`config.mk`:
```
export PLATFORM = sky130hd
export DESIGN_NAME = march_bist_seq
export DESIGN_NICKNAME = d
export VERILOG_FILES = /design/src/rtl/march_pkg.sv /design/src/rtl/march_rst_sync.sv /design/src/rtl/march_addr_gen.sv /design/src/rtl/march_cmp.sv /design/src/rtl/march_bist_seq.sv
export SDC_FILE = /design/constraint.sdc
export NUM_CORES = 1
export LEC_CHECK = 0
export BUFFER_PORTS_ARGS = -buffer_cell sky130_fd_sc_hd__clkbuf_2
export CAP_MARGIN = 0
export CORE_ASPECT_RATIO = 0.6
export CORE_MARGIN = 8
export CORE_UTILIZATION = 51
export CTS_BUF_LIST = sky130_fd_sc_hd__clkbuf_8 sky130_fd_sc_hd__clkbuf_16
export DETAILED_ROUTE_END_ITERATION = 10
export PLACE_DENSITY = 0.77
export SLEW_MARGIN = 40
export SYNTH_ARGS = -nofsm -noshare
export SYNTH_HDL_FRONTEND = slang
export SYNTH_SLANG_ARGS = --single-unit
```
`constraint.sdc`:
```
create_clock -name clk -period 2.39 [get_ports clk]
set_input_delay 0.3585 -clock clk [delete_from_list [all_inputs] [get_ports clk]]
set_output_delay 0.3585 -clock clk [all_outputs]
set_load 0.02 [all_outputs]
```
`src/rtl/march_pkg.sv`:
```
package march_pkg;
  typedef enum logic [3:0] {
    ST_IDLE,
    ST_FILL,
    ST_UP_RD0,
    ST_UP_WR1,
    ST_UP_RD1,
    ST_DN_RD1,
    ST_DN_WR0,
    ST_DN_RD0,
    ST_FIN
  } march_state_e;
endpackage

```
`src/rtl/march_rst_sync.sv`:
```
module march_rst_sync (
  input  logic clk,
  input  logic rst_n,
  output logic rst_ls
);
  logic meta_q;
  logic sync_q;

  always_ff @(posedge clk or negedge rst_n) begin
    if (!rst_n) begin
      meta_q <= 1'b0;
      sync_q <= 1'b0;
    end else begin
      meta_q <= 1'b1;
      sync_q <= meta_q;
    end
  end

  assign rst_ls = sync_q;
endmodule

```
`src/rtl/march_addr_gen.sv`:
```
module march_addr_gen #(
  parameter int AW = 4
) (
  input  logic          clk,
  input  logic          rst_ls,
  input  logic          ld_lo,
  input  logic          ld_hi,
  input  logic          inc,
  input  logic          dec,
  output logic [AW-1:0] addr,
  output logic          at_max,
  output logic          at_min
);
  localparam logic [AW-1:0] ADDR_MAX = {AW{1'b1}};
  localparam logic [AW-1:0] ADDR_ONE = {{(AW-1){1'b0}}, 1'b1};

  logic [AW-1:0] addr_q;
  logic [AW-1:0] addr_d;
  logic          addr_en;

  always_comb begin
    addr_en = ld_lo | ld_hi | inc | dec;
    addr_d  = addr_q;
    if (ld_lo)      addr_d = '0;
    else if (ld_hi) addr_d = ADDR_MAX;
    else if (inc)   addr_d = addr_q + ADDR_ONE;
    else if (dec)   addr_d = addr_q - ADDR_ONE;
  end

  always_ff @(posedge clk or negedge rst_ls) begin
    if (!rst_ls)      addr_q <= '0;
    else if (addr_en) addr_q <= addr_d;
  end

  assign addr   = addr_q;
  assign at_max = (addr_q == ADDR_MAX);
  assign at_min = (addr_q == '0);

  a_r4_step_up: assert property (@(posedge clk) disable iff (!rst_ls)
    (inc && !ld_lo && !ld_hi) |=> (addr == $past(addr) + ADDR_ONE));
  a_r5_step_down: assert property (@(posedge clk) disable iff (!rst_ls)
    (dec && !inc && !ld_lo && !ld_hi) |=> (addr == $past(addr) - ADDR_ONE));
  a_r3_start_low: assert property (@(posedge clk) disable iff (!rst_ls)
    ld_lo |=> at_min);
endmodule

```
`src/rtl/march_cmp.sv`:
```
module march_cmp #(
  parameter int AW = 4,
  parameter int DW = 8
) (
  input  logic          clk,
  input  logic          rst_ls,
  input  logic          clr,
  input  logic          chk_en,
  input  logic          exp_ones,
  input  logic [AW-1:0] chk_addr,
  input  logic [DW-1:0] rdata,
  output logic          fail,
  output logic [AW-1:0] fail_addr
);
  logic          pend_q;
  logic          exp_q;
  logic [AW-1:0] addr_q;
  logic          fail_q;
  logic          fail_d;
  logic [AW-1:0] faddr_q;
  logic [AW-1:0] faddr_d;
  logic [DW-1:0] exp_word;
  logic          mism;
  logic          res_en;

  always_comb begin
    exp_word = exp_q ? {DW{1'b1}} : {DW{1'b0}};
    mism     = pend_q && (rdata != exp_word);
    res_en   = clr | mism;
    fail_d   = fail_q;
    faddr_d  = faddr_q;
    if (clr) begin
      fail_d  = 1'b0;
      faddr_d = '0;
    end else if (mism && !fail_q) begin
      fail_d  = 1'b1;
      faddr_d = addr_q;
    end
  end

  always_ff @(posedge clk or negedge rst_ls) begin
    if (!rst_ls) begin
      pend_q <= 1'b0;
      exp_q  <= 1'b0;
      addr_q <= '0;
    end else begin
      pend_q <= chk_en;
      if (chk_en) begin
        exp_q  <= exp_ones;
        addr_q <= chk_addr;
      end
    end
  end

  always_ff @(posedge clk or negedge rst_ls) begin
    if (!rst_ls) begin
      fail_q  <= 1'b0;
      faddr_q <= '0;
    end else if (res_en) begin
      fail_q  <= fail_d;
      faddr_q <= faddr_d;
    end
  end

  assign fail      = fail_q;
  assign fail_addr = faddr_q;

  a_r8_fail_sticky: assert property (@(posedge clk) disable iff (!rst_ls)
    (fail && !clr) |=> fail);
  a_r8_first_addr_kept: assert property (@(posedge clk) disable iff (!rst_ls)
    (fail && !clr) |=> $stable(fail_addr));
  a_r7_mismatch_flags: assert property (@(posedge clk) disable iff (!rst_ls)
    (mism && !clr) |=> fail);
endmodule

```
`src/rtl/march_bist_seq.sv`:
```
module march_bist_seq
  import march_pkg::*;
#(
  parameter int AW = 4,
  parameter int DW = 8
) (
  input  logic          clk,
  input  logic          rst_n,
  input  logic          start,
  output logic          busy,
  output logic          done,
  output logic          fail,
  output logic [AW-1:0] fail_addr,
  output logic [AW-1:0] mem_addr,
  output logic [DW-1:0] mem_wdata,
  output logic          mem_we,
  output logic          mem_re,
  input  logic [DW-1:0] mem_rdata
);
  localparam logic [DW-1:0] WORD_ONES = {DW{1'b1}};

  logic         rst_ls;
  march_state_e state_q;
  march_state_e state_d;
  logic         done_q;
  logic         ld_lo;
  logic         ld_hi;
  logic         inc;
  logic         dec;
  logic         at_max;
  logic         at_min;
  logic         accept;
  logic         exp_ones;

  march_rst_sync u_rst (
    .clk    (clk),
    .rst_n  (rst_n),
    .rst_ls (rst_ls)
  );

  march_addr_gen #(.AW(AW)) u_addr (
    .clk    (clk),
    .rst_ls (rst_ls),
    .ld_lo  (ld_lo),
    .ld_hi  (ld_hi),
    .inc    (inc),
    .dec    (dec),
    .addr   (mem_addr),
    .at_max (at_max),
    .at_min (at_min)
  );

  always_comb begin
    state_d  = state_q;
    ld_lo    = 1'b0;
    ld_hi    = 1'b0;
    inc      = 1'b0;
    dec      = 1'b0;
    accept   = 1'b0;
    unique case (state_q)
      ST_IDLE: begin
        if (start) begin
          accept  = 1'b1;
          ld_lo   = 1'b1;
          state_d = ST_FILL;
        end
      end
      ST_FILL: begin
        if (at_max) begin
          ld_lo   = 1'b1;
          state_d = ST_UP_RD0;
        end else begin
          inc = 1'b1;
        end
      end
      ST_UP_RD0: state_d = ST_UP_WR1;
      ST_UP_WR1: state_d = ST_UP_RD1;
      ST_UP_RD1: begin
        if (at_max) begin
          state_d = ST_DN_RD1;
        end else begin
          inc     = 1'b1;
          state_d = ST_UP_RD0;
        end
      end
      ST_DN_RD1: state_d = ST_DN_WR0;
      ST_DN_WR0: state_d = ST_DN_RD0;
      ST_DN_RD0: begin
        if (at_min) begin
          state_d = ST_FIN;
        end else begin
          dec     = 1'b1;
          state_d = ST_DN_RD1;
        end
      end
      ST_FIN:  state_d = ST_IDLE;
      default: state_d = ST_IDLE;
    endcase
  end

  always_ff @(posedge clk or negedge rst_ls) begin
    if (!rst_ls) begin
      state_q <= ST_IDLE;
      done_q  <= 1'b0;
    end else begin
      state_q <= state_d;
      done_q  <= (state_q == ST_FIN);
    end
  end

  always_comb begin
    mem_we    = (state_q == ST_FILL) || (state_q == ST_UP_WR1) || (state_q == ST_DN_WR0);
    mem_re    = (state_q == ST_UP_RD0) || (state_q == ST_UP_RD1) ||
                (state_q == ST_DN_RD1) || (state_q == ST_DN_RD0);
    mem_wdata = (state_q == ST_UP_WR1) ? WORD_ONES : '0;
    exp_ones  = (state_q == ST_UP_RD1) || (state_q == ST_DN_RD1);
  end

  march_cmp #(.AW(AW), .DW(DW)) u_cmp (
    .clk       (clk),
    .rst_ls    (rst_ls),
    .clr       (accept),
    .chk_en    (mem_re),
    .exp_ones  (exp_ones),
    .chk_addr  (mem_addr),
    .rdata     (mem_rdata),
    .fail      (fail),
    .fail_addr (fail_addr)
  );

  assign busy = (state_q != ST_IDLE);
  assign done = done_q;

  a_r6_no_rw_overlap: assert property (@(posedge clk) disable iff (!rst_ls)
    !(mem_we && mem_re));
  a_r9_done_at_end: assert property (@(posedge clk) disable iff (!rst_ls)
    $fell(busy) |-> done);
  a_r9_done_single: assert property (@(posedge clk) disable iff (!rst_ls)
    done |=> !done);
  a_r9_done_idle: assert property (@(posedge clk) disable iff (!rst_ls)
    done |-> !busy);
  a_r10_start_ignored: assert property (@(posedge clk) disable iff (!rst_ls)
    (busy && start && state_q != ST_FIN) |=> busy);
  a_r4_write_ones_up: assert property (@(posedge clk) disable iff (!rst_ls)
    (mem_we && $past(mem_re) && !$past(exp_ones) && $past(busy) && state_q == ST_UP_WR1)
      |-> (mem_wdata == WORD_ONES));
endmodule

```
== Word-level counts from Yosys, hierarchy flattened ==
Cells that the tools add are included.
W data, S select, Z words.

* Register bits: 22
* Input port bits: 11
* Output and inout bits: 21
* Word-level logic and storage cells: 67

* $add $sub $neg: 2
* Equal/unequal tests: 12
* Mux-type cells: 22
* Bitwise gates (word level): 3
* Reduce and logical (&&, ||, !) cells: 18

{| class="wikitable"
|+ Operator list
! cell !! number
|-
| $mux W4 || 8
|-
| $pmux W4 S8 || 1
|-
| $eq A4 B3 Y1 const B || 4
|-
| $mux W8 || 2
|-
| $mux W1 || 9
|-
| $eq A4 B2 Y1 const B || 2
|-
| $eq A4 B4 Y1 const B || 2
|-
| $logic_not A4 Y1 || 2
|-
| $ne A8 B8 Y1 || 1
|-
| $logic_or A1 B1 Y1 || 6
|-
| $reduce_and A2 Y1 || 3
|-
| $add A4 B1 Y4 const B || 1
|-
| $eq A4 B1 Y1 const B || 1
|-
| $ne A2 B2 Y1 const B || 2
|-
| $reduce_bool A4 Y1 || 1
|-
| $sub A4 B1 Y4 const B || 1
|-
| $mux W3 || 1
|-
| $or A1 B1 Y1 || 3
|-
| $reduce_bool A3 Y1 || 1
|-
| $logic_and A1 B1 Y1 || 2
|-
| $pmux W1 S2 || 1
|-
| $reduce_bool A2 Y1 || 1
|-
| $reduce_or A2 Y1 || 1
|-
| $logic_not A1 Y1 || 1
|}

== Longest topological paths before layout ==
* Depth in word-level cells: 6
* Depth in mapped cells: 9
* Gate-level depth less buffers: 8

== Hierarchy ==
From an unflattened synthesis, not the netlist that was laid out.

* Cell total of the unflattened synthesis: 124
* Area, all modules: 1278.7 um^2

{| class="wikitable"
|+ By module, submodules not included
! module !! instances !! cells each !! area an instance (um^2) !! sequential area each (um^2)
|-
| march_cmp || 1 || 40 || 494.2 || 275.3
|-
| march_bist_seq || 1 || 51 || 425.4 || 125.1
|-
| march_addr_gen || 1 || 30 || 305.3 || 100.1
|-
| march_rst_sync || 1 || 3 || 53.8 || 50.0
|}

== Least setup slack after synthesis ==
OpenSTA, ideal clock, no wires.

* Path kind: register to register
* Start point: register state_q[3]
* End point: register u_addr.addr_q[3], in the netlist u_addr.addr[3]
* Library setup time: 121 ps
* Arrival: 2275 ps
* Data required time: 2269 ps
* Slack: -7 ps
* Stages on the path, launching flop included: 10
* Path buffers: 1
* Period minus slack after synthesis: 2397 ps
* Cells stage by stage: dfrtp_1 > buf_2 > nor4b_1 > o21a_1 > inv_1 > ha_1 > a21o_1 > a21oi_1 > mux2_2 > o22a_1

* Longest elaborated chain between the ends: 6
* Elaborated cells on any way between the ends: 14
* Classes of those cells: 3 x eq/ne; 5 x mux; 2 x bitwise; 4 x reduce/logical

{| class="wikitable"
|+ RTL lines
! element !! RTL line !! RTL
|-
| start, declared || march_bist_seq.sv:23 || <nowiki>march_state_e state_q;</nowiki>
|-
| start signal, assigned || march_bist_seq.sv:106 || <nowiki>state_q <= state_d;</nowiki>
|-
| $eq A4 B1 Y1 or $eq A4 B3 Y1 (tied branches) || march_bist_seq.sv:60 || <nowiki>unique case (state_q)</nowiki>
|-
| $reduce_or A2 Y1 (no line) || - ||
|-
| $mux W1 || - ||
|-
| $or A1 B1 Y1 (2 in series) || march_addr_gen.sv:22 || <nowiki>addr_en = ld_lo | ld_hi | inc | dec;</nowiki>
|-
| $reduce_and A2 Y1 (no line) || - ||
|-
| end signal, assigned || march_addr_gen.sv:32 || <nowiki>else if (addr_en) addr_q <= addr_d;</nowiki>
|-
| end, declared || march_addr_gen.sv:17 || <nowiki>logic [AW-1:0] addr_q;</nowiki>
|}

Parallel ways exist; a longest one is shown, timed or not.
A chain may end at the register's enable or synchronous reset.

== Worst setup path in the final report ==
* Start point: register state_q[2]
* End point: register u_addr.addr_q[3], in the netlist u_addr.addr[3]

Same word-level chain as after synthesis.

==> impl_metrics.env <==
export IMPL_run_status="finished, final reports clean"
export IMPL_drc_errors=0
export IMPL_finalHoldViolCount=0
export IMPL_synth_cells=120
export IMPL_grt_max_degree=21
export IMPL_synth_xor_area_share_pct=1.40
export IMPL_start_util_pct=51.8
export IMPL_grt_overflow_total=0
export IMPL_setup_viol=0
export IMPL_clock_sinks=22
export IMPL_rsz0062_at_grt="false"
export IMPL_finalSetupTns_ns=0
export IMPL_muxShareOfSynthArea_pct=8.50
export IMPL_report_power_total_mw=2.21
export IMPL_drive_gt1_share_pct=38.8
export IMPL_postSynth_asyncResetShare_pct=100
export IMPL_grt_pass1_wl_mm=4.59
export IMPL_post_route_util_pct=63.6
export IMPL_start_kind="register"
export IMPL_synth_top_family_by_area="simple AND/OR/NAND/NOR gates"
export IMPL_setup_worst_path_end_class="register"
export IMPL_place_gp_congestion=0.839
export IMPL_ys_ff_latch=22
export IMPL_path_clk_slew_ns=0.08
export IMPL_pre_cts_ws_ns=0.0202
export IMPL_cts_buffers=3
export IMPL_nFillCells=203
export IMPL_synth_fa_ha_area_share_pct=3.60
export IMPL_ys_types=39
export IMPL_tightestPinTransition_ns=0.786
export IMPL_ys_seq_area_share_pct=44.0
export IMPL_post_route_period_util_pct=92.8
export IMPL_synthTopCellsByArea="dfrtp_1 (44%), buf_4 (4.8%), mux2_2 (4.5%)"
export IMPL_slew_headroom_pct=47.1
export IMPL_synthFlopType="dfrtp_1"
export IMPL_crit_required_ns=2.54
export IMPL_cap_violations=0
export IMPL_clock_skew_ns=0.00441
export IMPL_ys_warn_count=0
export IMPL_fin_cells=184
export IMPL_synth_top_area_share_pct=44.0
export IMPL_portBuffers=31
export IMPL_antenna_left=0
export IMPL_rrSetupSlack_ns=0.17
export IMPL_setup_slack_ns=0.173
export IMPL_syn2layout_area_growth_pct=22.9
export IMPL_vias_per_cell=5.39
export IMPL_hold_path_class="register to async pin"
export IMPL_synth_cell_area_um2=1250
export IMPL_slew_violations=0
export IMPL_nNetsFinal=167
export IMPL_period_minus_slack_ns=2.22
export IMPL_core_area_um2=2420
export IMPL_placedCellCount=179
export IMPL_final_cell_area_um2=1540
export IMPL_ios=32
export IMPL_hpwlAfterDp_mm=2.18
export IMPL_drt_iter0_markers=14
export IMPL_cts_tree="built"
export IMPL_vias=992
export IMPL_synth_top_cells_by_count="dfrtp_1 (22), nand2_1 (10), buf_4 (8), nor2_1 (8)"
export IMPL_holdWs_ns=0.213
export IMPL_wl_per_cell_um=14.4
export IMPL_cts_setup_buffers=0
export IMPL_grt_pass1_vias=1072
export IMPL_synth_edf_count=0
export IMPL_routed_wirelength_mm=2.66
export IMPL_synth_simple_area_share_pct=23.2
export IMPL_syn_nets=134
export IMPL_h_tree_depth=1
export IMPL_die_h_um=54.4
export IMPL_n_antenna_cell=0
export IMPL_worstPathMaxFanout=3
export IMPL_insertion_delay_ns=0.26
export IMPL_dieArea_um2=4350
export IMPL_synth_compound_gate_area_share_pct=10.6
export IMPL_avgSynthCellArea_um2=10.4
export IMPL_max_freq_ghz=0.451
export IMPL_crit_arrival_ns=2.37
export IMPL_synth_top_area_cell="dfrtp_1"
export IMPL_leakage_nw=0.727
export IMPL_placed_cell_area_um2=1430
export IMPL_yosysMostFrequentCell="dfrtp_1"
export IMPL_grtUsageTotal_pct=13.4
export IMPL_rows=14
export IMPL_cts_max_path_buffers=2
export IMPL_p_per_area_nw_per_um2=1440
export IMPL_drt_pass1_iter_count=4
export IMPL_dieWidth_um=79.9
export IMPL_vdd_ir_drop_worst_v=0.000954
export IMPL_antenna_found_initial=0
export IMPL_crit_type="register to register"
export IMPL_cts_root_buf="clkbuf_8"
-- sequential cells by signal (all words and copies together), names as in the netlist --
register	cells
u_cmp.exp_q	1
state_q	4
u_rst.meta_q	1
u_addr.addr	4
u_cmp.pend_q	1
done	1
u_rst.rst_ls	1
u_cmp.fail_addr	4
u_cmp.addr_q	4
u_cmp.fail	1
-- layout make-up --
cell class	instances	area (um2)	area share, %
Multi-Input combinational cell	81	629	40.9
Sequential cell	22	553	36.0
Timing Repair Buffer	40	225	14.6
Clock buffer	3	41.3	2.69
Tap cell	32	40.0	2.60
Clock inverter	1	30.0	1.95
Inverter	5	18.8	1.22
-- critical path, stage by stage (launching register included) --
cell     delay (ns)
dfrtp_1        0.43
nor4b_4        0.31
o21a_1         0.18
inv_1          0.06
ha_1           0.26
a21o_1         0.18
a21oi_2        0.18
mux2_2         0.35
o22a_1         0.17
-- cells in the final DEF (no fill, tap or decap), types with 2 or more instances in the layout --
master / n
a21oi_1: 4
buf_4: 8
clkbuf_2: 31
clkbuf_8: 3
dfrtp_1: 20
dfrtp_2: 2
ha_1: 2
inv_1: 5
mux2_2: 5
mux2i_1: 5
nand2_1: 10
nand2b_1: 2
nand3_1: 2
nand4_1: 2
nor2_1: 8
nor2b_1: 2
nor3_1: 5
nor4_1: 3
nor4b_4: 3
o21a_1: 3
o21ai_0: 3
o2bb2ai_1: 2
or3_1: 2
-- power breakdown --
part           internal (mW)  total, mW  switching (mW)  leakage [nW]
logic                  0.549       1.25           0.696         0.421
registers              0.511      0.632           0.121         0.270
clock network          0.223      0.335           0.111        0.0357
total                   1.28       2.21           0.929         0.727
-- final timing paths --
| check | start | to | depth (start not counted) |
|---|---|---|---|
| hold reg to reg | u_rst.rst_ls$_DFF_PN0_ | u_cmp.addr_q[2]$_DFFE_PN0P_ | 0 |
| min in group clk | u_rst.meta_q$_DFF_PN0_ | u_rst.rst_ls$_DFF_PN0_ | 0 |
| hold / removal | u_rst.rst_ls$_DFF_PN0_ | u_cmp.addr_q[2]$_DFFE_PN0P_ | 0 |
| setup / recovery | state_q[2]$_DFFE_PN0P_ | u_addr.addr[3]$_DFFE_PN0P_ | 8 |
| max in group asynchronous | u_rst.rst_ls$_DFF_PN0_ | state_q[3]$_DFFE_PN0P_ | 0 |
| setup reg to reg | state_q[2]$_DFFE_PN0P_ | u_addr.addr[3]$_DFFE_PN0P_ | 8 |
-- per-layer routing --
metal	track usage [%]	share of wire (%)	vias to the layer above
li1	-	-	487
met1	14.6	45	473
met2	25.0	47	30
met3	4.43	7.1	2
met4	3.59	1.0	0
met5	0	0	-
-- cells by family (layout without fill, tap and decap cells) --
family / count (synthesis) / count (layout)
buffers and inverters: 17 / 49
other: 1 / 1
DFF: 22 / 22
and+or+nand+nor: 46 / 46
AOI/OAI and AO/OA: 19 / 19
xor gates and xnor gates: 2 / 2
muxes: 10 / 10
adders and majority gates: 3 / 3
-- repair_timing --
| action | in CTS | in global routing |
|---|---|---|
| setup endpoints to repair | 0 | 1 |
| endpoints found under the hold margin | 2 | 0 |
| gates resized for setup | 0 | 5 |
| hold buffers | 1 | 0 |
Note: power is estimated with default switching activity, not from simulation.
